--- config.mk ---
export PLATFORM = sky130hd
export DESIGN_NAME = cfg_bit_streamer
export DESIGN_NICKNAME = d
export VERILOG_FILES = /design/src/rtl/cfg_stream_pkg.sv /design/src/rtl/cfg_bit_array.sv /design/src/rtl/cfg_pol_reg.sv /design/src/rtl/cfg_addr_seq.sv /design/src/rtl/cfg_out_stage.sv /design/src/rtl/cfg_bit_streamer.sv
export SDC_FILE = /design/constraint.sdc
export NUM_CORES = 1
export LEC_CHECK = 0
export BUFFER_PORTS_ARGS = -buffer_cell sky130_fd_sc_hd__buf_2
export CAP_MARGIN = 20
export CORE_MARGIN = 4
export CORE_UTILIZATION = 50
export CTS_BUF_LIST = sky130_fd_sc_hd__clkbuf_16
export CTS_CLUSTER_DIAMETER = 60
export DETAILED_ROUTE_END_ITERATION = 7
export GPL_ROUTABILITY_DRIVEN = 0
export PLACE_DENSITY = 0.64
export SETUP_SLACK_MARGIN = 0.2
export SYNTH_ARGS = -nofsm -noshare
export SYNTH_HDL_FRONTEND = slang
export SYNTH_SLANG_ARGS = --single-unit
export TNS_END_PERCENT = 5
--- constraint.sdc ---
create_clock -name clk_i -period 3.7 [get_ports clk_i]
set_input_delay 0.74 -clock clk_i [delete_from_list [all_inputs] [get_ports clk_i]]
set_output_delay 0.74 -clock clk_i [all_outputs]
set_load 0.02 [all_outputs]
--- src/rtl/cfg_stream_pkg.sv ---
package cfg_stream_pkg;

  typedef enum logic {
    POL_LOW_ACTIVE  = 1'b0,
    POL_HIGH_ACTIVE = 1'b1
  } rst_pol_e;

  localparam rst_pol_e POL_RESET_VAL = POL_HIGH_ACTIVE;

endpackage

--- src/rtl/cfg_bit_array.sv ---
module cfg_bit_array #(
  parameter int ADDR_W = 8
) (
  input  logic              clk_i,
  input  logic              we_i,
  input  logic [ADDR_W-1:0] waddr_i,
  input  logic              wbit_i,
  input  logic [ADDR_W-1:0] raddr_i,
  output logic              rbit_o
);
  localparam int DEPTH = 1 << ADDR_W;

  logic [DEPTH-1:0] bits_q;

  for (genvar w = 0; w < DEPTH; w++) begin : g_word
    always_ff @(posedge clk_i) begin
      if (we_i && (waddr_i == ADDR_W'(w))) bits_q[w] <= wbit_i;
    end
  end

  assign rbit_o = bits_q[raddr_i];

endmodule

--- src/rtl/cfg_pol_reg.sv ---
module cfg_pol_reg
  import cfg_stream_pkg::*;
(
  input  logic     clk_i,
  input  logic     rst_ni,
  input  logic     we_i,
  input  logic     bit_i,
  input  logic     pin_i,
  output rst_pol_e pol_o,
  output logic     active_o
);
  rst_pol_e pol_q;

  always_ff @(posedge clk_i or negedge rst_ni) begin
    if (!rst_ni)   pol_q <= POL_RESET_VAL;
    else if (we_i) pol_q <= rst_pol_e'(bit_i);
  end

  assign pol_o    = pol_q;
  assign active_o = (pol_q == POL_HIGH_ACTIVE) ? pin_i : ~pin_i;

endmodule

--- src/rtl/cfg_addr_seq.sv ---
module cfg_addr_seq #(
  parameter int ADDR_W = 8
) (
  input  logic              clk_i,
  input  logic              rst_ni,
  input  logic              clear_i,
  input  logic              step_i,
  output logic [ADDR_W-1:0] addr_o,
  output logic              done_o
);
  localparam logic [ADDR_W-1:0] LAST_ADDR = {ADDR_W{1'b1}};

  logic [ADDR_W-1:0] addr_q;
  logic              done_q;

  always_ff @(posedge clk_i or negedge rst_ni) begin
    if (!rst_ni) begin
      addr_q <= '0;
      done_q <= 1'b0;
    end else if (clear_i) begin
      addr_q <= '0;
      done_q <= 1'b0;
    end else if (step_i && !done_q) begin
      if (addr_q == LAST_ADDR) begin
        addr_q <= '0;
        done_q <= 1'b1;
      end else begin
        addr_q <= addr_q + 1'b1;
      end
    end
  end

  assign addr_o = addr_q;
  assign done_o = done_q;

endmodule

--- src/rtl/cfg_out_stage.sv ---
module cfg_out_stage #(
  parameter bit CASCADE_EN = 1'b1
) (
  input  logic enable_i,
  input  logic done_i,
  input  logic rbit_i,
  output logic data_o,
  output logic data_vld_o,
  output logic ceo_no
);
  assign data_vld_o = enable_i & ~done_i;
  assign data_o     = data_vld_o & rbit_i;

  if (CASCADE_EN) begin : g_casc
    assign ceo_no = ~done_i;
  end else begin : g_no_casc
    assign ceo_no = 1'b1;
  end

endmodule

--- src/rtl/cfg_bit_streamer.sv ---
module cfg_bit_streamer
  import cfg_stream_pkg::*;
#(
  parameter int ADDR_W      = 8,
  parameter int SMALLEST_AW = 7
) (
  input  logic              clk_i,
  input  logic              rst_ni,
  input  logic              ce_ni,
  input  logic              rst_oe_i,
  input  logic              ld_we_i,
  input  logic [ADDR_W-1:0] ld_addr_i,
  input  logic              ld_bit_i,
  input  logic              pol_we_i,
  input  logic              pol_bit_i,
  output logic              data_o,
  output logic              data_vld_o,
  output logic              ceo_no
);
  localparam bit CASCADE_EN = (ADDR_W > SMALLEST_AW);

  rst_pol_e          pol_q;
  logic              rst_act;
  logic              step;
  logic [ADDR_W-1:0] addr_q;
  logic              done_q;
  logic              rbit;

  cfg_pol_reg u_pol (
    .clk_i   (clk_i),
    .rst_ni  (rst_ni),
    .we_i    (pol_we_i),
    .bit_i   (pol_bit_i),
    .pin_i   (rst_oe_i),
    .pol_o   (pol_q),
    .active_o(rst_act)
  );

  assign step = ~ce_ni & ~rst_act;

  cfg_addr_seq #(.ADDR_W(ADDR_W)) u_seq (
    .clk_i  (clk_i),
    .rst_ni (rst_ni),
    .clear_i(rst_act),
    .step_i (step),
    .addr_o (addr_q),
    .done_o (done_q)
  );

  cfg_bit_array #(.ADDR_W(ADDR_W)) u_mem (
    .clk_i  (clk_i),
    .we_i   (ld_we_i),
    .waddr_i(ld_addr_i),
    .wbit_i (ld_bit_i),
    .raddr_i(addr_q),
    .rbit_o (rbit)
  );

  cfg_out_stage #(.CASCADE_EN(CASCADE_EN)) u_out (
    .enable_i  (step),
    .done_i    (done_q),
    .rbit_i    (rbit),
    .data_o    (data_o),
    .data_vld_o(data_vld_o),
    .ceo_no    (ceo_no)
  );

endmodule

==> results of run 1 <==
==> layer usage <==
metal | wire length [µm] | share of wire, % | up-vias | GRT usage [%]
met5 | 0 | 0 | - | 0
li1 | - | - | 3253 | -
met4 | 796 | 2.7 | 0 | 5.81
met2 | 13800 | 48 | 328 | 35.8
met3 | 2520 | 8.6 | 55 | 4.67
met1 | 12000 | 41 | 3809 | 31.2
==> worst reg2reg max path, stage by stage, from the launching register on <==
cell,delay [ps]
dfrtp_4,480
buf_6,160
buf_8,180
ha_1,230
nand4_1,160
o21bai_1,510
o22ai_1,170
nand2_1,100
o41ai_1,60
==> per-stage QoR <==
step / instance area (µm²) / util [%] / total power, mW / hold WS (ps) / cells
4_1_cts: 13300 / 58.3 / 6.38 / 48.9 / 1227
5_1_grt: 13500 / 58.7 / 6.57 / 63.6 / 1233
3_5_place_dp: 12300 / 53.6 / 3.85 / 545 / 1167
3_3_place_gp: 12300 / 53.6 / 3.84 / 535 / 1167
2_1_floorplan: 11800 / - / 3.69 / 444 / 863
6_report: 13500 / 58.7 / 6.38 / 63.9 / 1233
==> path summary, 6_finish.rpt <==
| path | startpoint | slack, ps | cells after the start | end |
|---|---|---|---|---|
| worst max-delay path | u_seq.addr_o[0]$_DFFE_PN0P_ | -110 | 9 | data_o |
| worst min-delay path | rst_ni | 60 | 1 | u_seq.addr_o[3]$_DFFE_PN0P_ |
| worst max register to register | u_seq.addr_o[0]$_DFFE_PN0P_ | 1510 | 8 | u_seq.addr_o[7]$_DFFE_PN0P_ |
| worst min register to register | u_seq.addr_o[7]$_DFFE_PN0P_ | 570 | 1 | u_seq.addr_o[7]$_DFFE_PN0P_ |
| max in group asynchronous | rst_ni | 3360 | 1 | u_pol.pol_o$_DFFE_PN1P_ |
| min in group clk_i | pol_bit_i | 440 | 2 | u_pol.pol_o$_DFFE_PN1P_ |
==> timing repair <==
item,in CTS,in global routing
buffers inserted,9,5
endpoints found under the setup margin,1,1
endpoints found under the hold margin,0,0
cloned,1,1
pin swaps,9,7
gates resized for setup,37,15
==> Yosys cell counts (all sizes together) <==
library cell    n
a2111oi         1
a211oi          1
a21oi          15
a221oi          9
a22oi           7
a31o            1
a31oi           3
a32oi           3
and2            4
and3            4
buf            19
clkbuf         42
clkinv          1
dfrtp           9
dfstp           1
edfxtp        256
ha              1
inv             3
mux2            2
mux2i          37
mux4           49
nand2          38
nand2b          5
nand3          14
nand3b          1
nand4           7
nor2          273
nor2b          14
nor3            5
nor3b           2
o211a           1
o211ai          6
o21ai          12
o21bai          2
o221ai          1
o22ai           2
o311ai          1
o41ai           1
or2             3
or3             1
xnor2           5
xor2            1
==> cell families after synthesis <==
kind of cell	Yosys count	share of synthesized area, %
flip-flops	266	67.2
AND/OR/NAND/NOR	371	12.9
buffers and inverters	65	2.67
AO/OA/AOI/OAI	66	3.77
XOR/XNOR	6	0.445
adder cells (fa/ha/maj)	1	0.106
multiplexers	88	12.9
==> flip-flops by register name, indices dropped and copies added (netlist names) <==
signal,flops
u_seq.addr_o,8
u_pol.pol_o,1
u_mem.bits_q,256
u_seq.done_o,1
==> power breakdown <==
part           internal (mW)  switching [mW]  total [mW]
Combinational          0.251           0.306       0.557
Sequential              3.31          0.0121        3.33
Clock                   1.40            1.09        2.49
Total                   4.97            1.41        6.38
==> layout make-up <==
cell class	count	share of cell area, %
sequential	266	59.0
inverter	4	0.112
clock buffer	29	5.39
multi-input combinational	532	27.2
clock inverter	21	0.669
tap	313	2.91
timing repair buffer	68	4.73
==> run summary, run 1 <==
After clock tree synthesis, the clock-pin slew on the worst setup and hold paths is 60 ps. The library cell used most frequently in the layout, excluding fill and tap cells, is nor2_1. The arrival time reported for the critical path endpoint was 3070 ps; the DRC violation total after the first TritonRoute iteration was 765. The per-cell routed wire length is 23.6 µm.

The total leakage power is 4.09 nW, and the DRC violation count after routing is 0. After floorplanning, the core was sized to cover 22900 µm². TritonCTS built the clock tree. The first global-routing pass estimated 44000 µm of wire.

The floorplan step defined a die boundary enclosing 26100 µm². Relative to the synthesized area, the layout overhead comes to 14.0%. The tools report the via count of the first global-routing pass as 7379. The final reports fail on negative setup slack. For the setup TNS after final layout, the log shows -112 ps. The worst setup path is of the reg -> out kind.

The cell area after synthesis was 11800 µm²; the post-route clock skew was 8.87 ps. The detailed-placement wirelength estimate is 17700 µm, and the maximum number of pins on one net before global-route repair is 119. Clock tree synthesis selected as its root buffer the cell clkbuf_16.

For the final critical-path setup slack, the log shows -112 ps. For the worst setup path, the data required time is 2960 ps. In this design, the largest share of critical-path delay is due to compound AO/OA/AOI/OAI gates.

The largest incremental delay on the critical path works out to 530 ps. Walking the worst path, the cells encountered are buf_12, clkbuf_16, mux4_2, mux2i_2, o311ai_1, o21ai_1, o22ai_2, o211a_1, buf_6. Critical path capture point type: a primary output. The library cells used most frequently in the layout, excluding fill and tap cells, are 272 x nor2_1, 256 x edfxtp_1, 47 x mux4_2, 37 x nand2_1, 35 x buf_4. Of the cells placed in the final design, the portion with a size suffix greater than 1 is 19.8%. For the synthesized instance count, the log shows 863.

The run gives 7445 as the via total after detailed routing. Across the run, the number of max-cap violations was 0. The multi-input combinational cells in the finished layout cover a total of 3650 µm². Timing analysis after detailed placement gives a worst setup slack of 169 ps. Setup repair after global routing could not meet its margin everywhere. The type of origin of the critical path was a flip-flop.

The overall die height is 162 µm, and the max-slew violation count is 0. The critical path contains buffers and inverters numbering 3 combined. The initial utilization of the core area, before any placement, comes to 51.5%. The tools report the number of filler cells placed in the layout as 1823. For the initial antenna violation count, the log shows 0. Counting flops and latches in the post-synthesis netlist gives 266.

The average instance in the mapped netlist occupies 13.7 µm². The detailed-route wire length was 29100 µm; the transition time at the pin with the least slew margin was 1010 ps. The run gives 28 as the number of buffers created by CTS. The count of final setup violators is 1. The sequential cell area fraction in the yosys report was 67.2%; the number of warnings issued by yosys was 0. VDD sags by at most 436 µV. The tools report the H-tree level count as 1. The overall routing resource usage came out at 22.2%.

Dividing total power by cell area gives a power density of 474 nW/µm². Yosys attributes the largest share of cell area to edfxtp_1 65%, nor2_1 8.7%, mux4_2 8.2%. In the final design database the tool counted 917 nets. The number of different library cells used by synthesis comes to 48. Hold repair after CTS inserted 0 buffers. The synthesized design spends more area on one cell type than any other, namely edfxtp_1. The run gives 0 as the final hold violation count.

For the clock net sink count, the log shows 266. Dividing the detail-routed via count by the number of cells gives 6.04. In this run the remaining antenna-violating nets after routing total 0.

The share of synthesized area in the top cell type comes to 65.1%. The final worst-path cycle share came out at 103%. On the critical path, the stage with the largest delay is an instance of dfrtp_4. The run finished, with violations left.

The routed design could run at a clock period as short as 3810 ps. The first TritonRoute pass finished after 5 iterations. The worst min-delay path category was in -> async. At the later pin of the worst-skew pair, clock insertion delay measures 540 ps.

The number of input and output port buffers inserted was 18. For the maximum buffer depth of the clock tree, the log shows 3. The logs give 55 for the row count and 19 for the count of boundary I/O pins.

The worst-path maximum fanout was 6; the synthesized net count was 880. The number of antenna diodes in the final layout is 0. The horizontal extent of the die is 162 µm, and the maximum clock rate is 262 MHz.

The run gives 0 as the global-route congestion overflow total. The logs give 32.7% for the tightest slew margin relative to the limit and 7950 µm² for the sequential standard cell area.
Power figures use the tool's default switching activity.
==> inputs of run 2 (changes only) <==
--- a/config.mk
+++ b/config.mk
@@ -13,7 +13,7 @@
 export CTS_CLUSTER_DIAMETER = 60
 export DETAILED_ROUTE_END_ITERATION = 7
 export GPL_ROUTABILITY_DRIVEN = 0
-export PLACE_DENSITY = 0.64
+export PLACE_DENSITY = 0.66
 export SETUP_SLACK_MARGIN = 0.2
 export SYNTH_ARGS = -nofsm -noshare
 export SYNTH_HDL_FRONTEND = slang
==> run 2 against run 1 <==
Die area did not move; worst setup slack better by 31 ps; flip-flop and latch count unchanged; largest cell class unchanged; clock power is 11% higher; maximum frequency grew 0.81%; the run still ends with negative setup slack left; clock skew decreased by 1.2 ps; worst hold slack got worse by 6.4 ps; global-route usage increased by 0.10 points; non-clock buffer count is 5 lower; power rose by 3.5%.
==> run summary, run 2 (synthesis results as in run 1) <==
The initial antenna violation count came out at 0. The worst path needs 3780 ps of the cycle, external delays included. The run gives 1 as the H-tree level count. Power share of the sequential group: 50.4%. Critical setup path kind: reg -> out.

Clock tree synthesis inserted a total of 28 buffers. Counting every sink on the clock net gives 266. For this configuration, the core starts out at a cell density of 51.5%. The global-route congestion overflow total is 0, and the peak supply drop is 428 µV. The run gives 6.60 mW as the sum of internal, switching and leakage power. For the post-route clock skew, the log shows 7.70 ps. The per-cell routed wire length is 23.7 µm, and the transition time at the pin with the least slew margin is 1050 ps.

In this run the power spent charging and discharging nets is 1.44 mW. Derived from the worst setup path, the maximum achievable clock frequency is 264 MHz. The worst setup path is captured at a primary output.

The power density over the cells is 492 nW/µm². The combinational share of power is 7.7%, and the tightest slew margin relative to the limit is 30.0%. The number of nets with antenna violations after routing was 0. The worst setup path is launched from a flip-flop.

The worst min-delay path category is in -> async. Horizontal extent of the die: 162 µm. TritonCTS built the clock tree. For this run, design rule violations remaining after detail routing come to 0.

After detailed routing, the total wire length is 29100 µm. The routed layout has 7378 vias. The fraction of layout instances using a drive strength above 1 is 18.4%, and the final worst-path cycle share is 102%.

After detailed routing, the number of vias per cell comes to 6.00. The number of filler cells placed in the layout was 1820. The count of boundary I/O pins is 19. Net switching share of the total power: 21.8%. For this run, the detailed router's first-pass iteration total came to 5. The via count of the first global-routing pass is 7262, and the total leakage power is 4.11 nW.

The count of buffers added on input and output ports is 18. The die covers 26100 µm². The maximum buffer depth of the clock tree was 3. The logs give 3040 ps for the arrival time reported for the critical path endpoint and 2960 ps for the critical path data required time. The final layout contains 912 nets. The tool flagged a number of max-cap violations equal to 0. Count of final setup violators: 1. Start of the worst register-to-register path: u_seq.addr_o[0]$_DFFE_PN0P_. The overall die height came out at 162 µm.

Detailed-placement wirelength estimate: 17100 µm. Internal reg-to-reg setup slack: 1420 ps. The register ranked first by flip-flop count was u_mem.bits_q. Measured on the finished design, the core utilization comes to 58.5%. The leading cell type in the layout, fill and taps excluded was nor2_1. Entering global routing, the biggest net connects 107 pins.

The logs give 0 for the final hold violation count and -81.2 ps for the setup TNS after final layout. The max-slew violation count was 0; the post-CTS clock slew at the launch and capture registers of the worst setup and hold paths was 60 ps. The overall routing resource usage came out at 22.3%. Setup repair after global routing could not meet its margin everywhere. In this run, the number of DRC markers left after iteration 0 of detailed routing was 823. The area growth from synthesis to layout is 13.5%. In this run the critical register-to-register path is captured at u_seq.addr_o[7]$_DFFE_PN0P_. Along the worst path, the maximum fanout reaches 7.

The checks that failed: negative setup slack. The cell chosen for the clock root is clkbuf_16. The final critical-path setup slack was -81.2 ps. The run finished, with violations left. The register with the most flip-flops in the layout has 256 of them.

For the cell-internal power, the log shows 5.16 mW. The tools report the clock latency reported for the late side of the worst-skew pair as 550 ps. The run gives 0 as the count of inserted antenna diode cells.

The library cells used most frequently in the layout, excluding fill and tap cells, are 273 x nor2_1, 256 x edfxtp_1, 46 x mux4_2, 38 x nand2_1, 37 x mux2i_1. The region available for standard cell placement spans 22900 µm². The row count was 55; the clock share of power was 41.9%. Counting cells, the worst reg-to-reg path comes to 8.

The first global-routing pass estimated 43600 µm of wire.
run 2: cell type report:
cell class | instances | area (µm²) | share of cell area, %
Clock buffer | 29 | 726 | 5.41
Clock inverter | 23 | 180 | 1.34
Inverter | 4 | 15.0 | 0.112
Multi-Input combinational cell | 532 | 3590 | 26.8
Sequential cell | 266 | 7940 | 59.3
Tap cell | 313 | 392 | 2.92
Timing Repair Buffer | 63 | 553 | 4.13
run 2: metrics by stage:
stage	hold slack [ps]	setup WS [ps]	instances	area, µm²
after floorplan	444	801	863	11800
after global placement	582	313	1165	12300
after detailed placement	594	309	1165	12300
after CTS	47.5	-33.6	1227	13300
after global routing	66.4	-122	1230	13400
final	57.5	-81.2	1230	13400
run 2: what timing repair did:
item                                   CTS  global route
hold buffers                             0             0
endpoints found under the hold margin    0             0
pin swaps                                3             3
buffers inserted                         9             3
gates resized for setup                 19            10
setup endpoints to repair                1             1
cloned                                   1             0
run 2: worst max path at each step:
stage / startpoint / endpoint / depth (start not counted)
global placement: u_seq.addr_o[0]$_DFFE_PN0P_ / data_o / 8
floorplan: u_seq.addr_o[0]$_DFFE_PN0P_ / data_o / 7
CTS: u_seq.addr_o[0]$_DFFE_PN0P_ / data_o / 9
detailed placement: u_seq.addr_o[0]$_DFFE_PN0P_ / data_o / 8
finish: u_seq.addr_o[0]$_DFFE_PN0P_ / data_o / 9
global route: u_seq.addr_o[0]$_DFFE_PN0P_ / data_o / 10
run 2: power by group through the flow:
stage / clock network [mW] / registers [mW] / logic, mW
after global placement: 0 / 3.39 / 0.443
after detailed placement: 0 / 3.39 / 0.448
final: 2.76 / 3.33 / 0.509
after CTS: 2.79 / 3.33 / 0.500
after global routing: 2.93 / 3.33 / 0.544
after floorplan: 0 / 3.38 / 0.307
run 2: worst max-delay path, cell delays in order, from the launching register on:
cell and delay [ps]:
dfrtp_4 530, buf_8 170, buf_8 150, mux4_2 500
o211ai_1 260, a21oi_2 120, nor3_1 220, o22ai_1 120
o211a_1 290, buf_6 150
run 2: per-layer routing:
metal / vias up / share of wire (%) / wire length [µm] / GRT usage [%]
li1: 3254 / - / - / -
met2: 332 / 48 / 14000 / 36.4
met1: 3739 / 41 / 11800 / 31.4
met4: 0 / 3.0 / 861 / 7.04
met5: - / 0 / 0 / 0
met3: 53 / 8.4 / 2440 / 3.30
==> inputs of run 3 (changes only) <==
--- a/config.mk
+++ b/config.mk
@@ -15,6 +15,7 @@
 export GPL_ROUTABILITY_DRIVEN = 0
 export PLACE_DENSITY = 0.66
 export SETUP_SLACK_MARGIN = 0.2
+export SKIP_LAST_GASP = 1
 export SYNTH_ARGS = -nofsm -noshare
 export SYNTH_HDL_FRONTEND = slang
 export SYNTH_SLANG_ARGS = --single-unit
==> run 3 against run 2 <==
Critical endpoint unchanged; flip-flop and latch count did not move; die area did not move; largest power group unchanged; critical path type unchanged; clock-buffer cell count did not move; the run still ends with negative setup slack left.
==> run summary, run 3 (synthesis results as in run 1) <==
The tools report the net count of the finished layout as 912. Among the stages of the critical path, the cell type that occurs most often is buf_8. The number of buffers and inverters on the critical path is 3.

The floorplan step set the die width to 162 µm. The top cell family by delay on the critical path is compound AO/OA/AOI/OAI gates. After global routing the overflow that remains totals 0. The tools report the clock share of power as 41.9%. The signal on the critical path passes through buf_8, buf_8, mux4_2, o211ai_1, a21oi_2, nor3_1, o22ai_1, o211a_1, buf_6. The average via count per standard cell came out at 5.96. The cell-internal power came out at 5.16 mW.

Tracing the worst setup path back leads to its startpoint at u_seq.addr_o[0]$_DFFE_PN0P_. In this run the worst path has a maximum fanout of 7. The DRC violation total after the first TritonRoute iteration is 811, and the net switching power of the design is 1.44 mW. For this design the top-level I/O count stands at 19. The tools report the start of the worst register-to-register path as u_seq.addr_o[0]$_DFFE_PN0P_.

In the final layout, the share of cells above drive strength 1 is 18.2%. The max-slew violation count is 0. The tightest slew margin relative to the limit is 29.4%. From synthesis to final layout, the design area changed by 13.5%.

The cell with the largest stage delay on the worst path is dfrtp_4. The run gives 266 as the clock net sink count. The smallest hold slack was 56.2 ps; the maximum number of pins on one net before global-route repair was 107. The power density over the cells came out at 492 nW/µm². The count of final setup violators is 1. The worst setup path endpoint is data_o. After clock tree synthesis, the clock-pin slew on the worst setup and hold paths is 60 ps. STA classifies the critical path startpoint as a flip-flop.

The total leakage power was 4.12 nW; the initial antenna violation count was 0. Counting buffers and inverters, the worst setup path is 9 cells deep. Row generation in the floorplan step produced 55 rows. The final hold violation count was 0; the post-route clock skew was 9.37 ps. At the worst endpoint, the required time is 2960 ps.

The initial utilization of the core area, before any placement, comes to 51.5%. Register ranked first by flip-flop count: u_mem.bits_q. The endpoint of the worst register-to-register path was u_seq.addr_o[7]$_DFFE_PN0P_.

The design draws 6.60 mW. The largest incremental delay on the critical path is 530 ps, and the global-route wire length before repair is 43600 µm. In this run, post-CTS hold repair placed 0 buffers. The H-tree level count is 1. During placement, the flow inserted port buffers numbering 18. Derived from the worst setup path, the maximum achievable clock frequency is 266 MHz.

TritonCTS built the clock tree. The critical path capture point type was a primary output. Of the total power, combinational logic draws 7.7%.

The power share of the sequential group was 50.4%. Global routing consumed, over all layers together, 22.3% of the routing resources. Buffers inserted during clock tree synthesis total 28. The worst min-delay path category was in -> async. For the finished layout, the period the worst path requires is 3760 ps. The die is 162 µm tall.

In the layout the commonest cells are 273 x nor2_1, 256 x edfxtp_1, 44 x mux4_2, 38 x nand2_1, 37 x mux2i_1. The run gives 550 ps as the clock latency reported for the late side of the worst-skew pair. The count of nets left with antenna violations once routing finished came out at 0. Data on the critical path arrives at its endpoint at 3020 ps. The detailed-placement wirelength estimate came out at 17100 µm.

The checks that failed: negative setup slack. For the internal reg-to-reg setup slack, the log shows 1410 ps. The run finished, with violations left. Cells fill 58.5% of the core in the end. The final critical-path setup slack was -61.4 ps. Counting along the longest clock path gives a buffer depth of 3.

Leaving out fill and tap cells, the most frequent cell in the layout is nor2_1. At the pin with the least slew margin, the transition time is 1060 ps. The setup path with the least slack is of type reg -> out. The flip-flop count of the largest register after layout is 256, and the area of the core is 22900 µm².

The run gives 7262 as the via count of the first global-routing pass. For this run, design rule violations remaining after detail routing come to 0. Net switching is 21.8% of the power. The worst path uses 102% of the clock period. Number of cells on the worst reg-to-reg path: 8. The repair_antennas step left the layout with diodes totalling 0. The pre-antenna-repair detailed-routing pass consisted of 5 iterations. Setup repair after global routing could not meet its margin everywhere. The max-cap check violation count was 0. Summed over all layers, the routed wires come to 28900 µm. Across the VDD grid, the largest voltage drop is 429 µV.

The tree is rooted in a clkbuf_16. The die covers 26100 µm². Via total after detailed routing: 7328. Per-cell routed wire length: 23.5 µm.
==> run 3: cell count changes in the layout (fill, tap and decap cells not counted) <==
cell	previous run	this run
mux4_1	3	5
mux4_2	46	44
==> run 3: metal layers <==
| metal | up-vias | part of all wire [%] | wire length, µm | GRT usage, % |
|---|---|---|---|---|
| met3 | 51 | 8.3 | 2400 | 3.30 |
| li1 | 3256 | - | - | - |
| met2 | 310 | 48 | 13900 | 36.4 |
| met1 | 3711 | 41 | 11800 | 31.4 |
| met5 | - | 0 | 0 | 0 |
| met4 | 0 | 2.8 | 812 | 7.04 |
==> run 3: worst min path at each step <==
stage | from | slack (ps) | to
after floorplan | rst_ni | 440 | u_seq.addr_o[0]$_DFFE_PN0P_
after global placement | u_seq.done_o$_DFFE_PN0P_ | 580 | u_seq.done_o$_DFFE_PN0P_
after detailed placement | u_seq.done_o$_DFFE_PN0P_ | 590 | u_seq.done_o$_DFFE_PN0P_
after CTS | rst_ni | 50 | u_seq.addr_o[7]$_DFFE_PN0P_
after global routing | rst_ni | 70 | u_seq.addr_o[7]$_DFFE_PN0P_
final | rst_ni | 60 | u_seq.addr_o[7]$_DFFE_PN0P_
==> run 3: through the flow <==
stage                     TNS, ps  area, µm²  setup WS (ps)  cells
after floorplan                 0      11800            801    863
after global placement          0      12300            313   1165
after detailed placement        0      12300            309   1165
after CTS                   -33.6      13300          -33.6   1227
after global routing         -127      13400           -127   1230
final                       -61.4      13400          -61.4   1230
==> run 3: what timing repair did <==
action | CTS | global route
setup endpoints to repair | 1 | 1
gates cloned | 1 | 0
buffers inserted | 9 | 3
pin swaps | 3 | 2
gates resized for setup | 19 | 8
==> run 3: layout make-up <==
| cell class | instances | area [µm²] |
|---|---|---|
| Tap cell | 313 | 392 |
| Sequential cell | 266 | 7940 |
| Clock inverter | 23 | 180 |
| Clock buffer | 29 | 726 |
| Timing Repair Buffer | 63 | 553 |
| Inverter | 4 | 15.0 |
| Fill cell | 1816 | 9510 |
| Multi-Input combinational cell | 532 | 3600 |
==> run 3: worst register-to-register path, cell delays in order, from the launching register on <==
cell,delay (ps)
dfrtp_4,530
buf_4,140
bufbuf_16,300
ha_1,220
nand4_1,160
o21bai_1,500
o22ai_1,160
nand2_1,110
o41ai_1,70
==> run 3: power by group through the flow <==
stage | logic (mW) | registers [mW] | clock network (mW)
floorplan | 0.307 | 3.38 | 0
global placement | 0.443 | 3.39 | 0
detailed placement | 0.448 | 3.39 | 0
global route | 0.543 | 3.33 | 2.93
CTS | 0.500 | 3.33 | 2.79
finish | 0.508 | 3.33 | 2.76
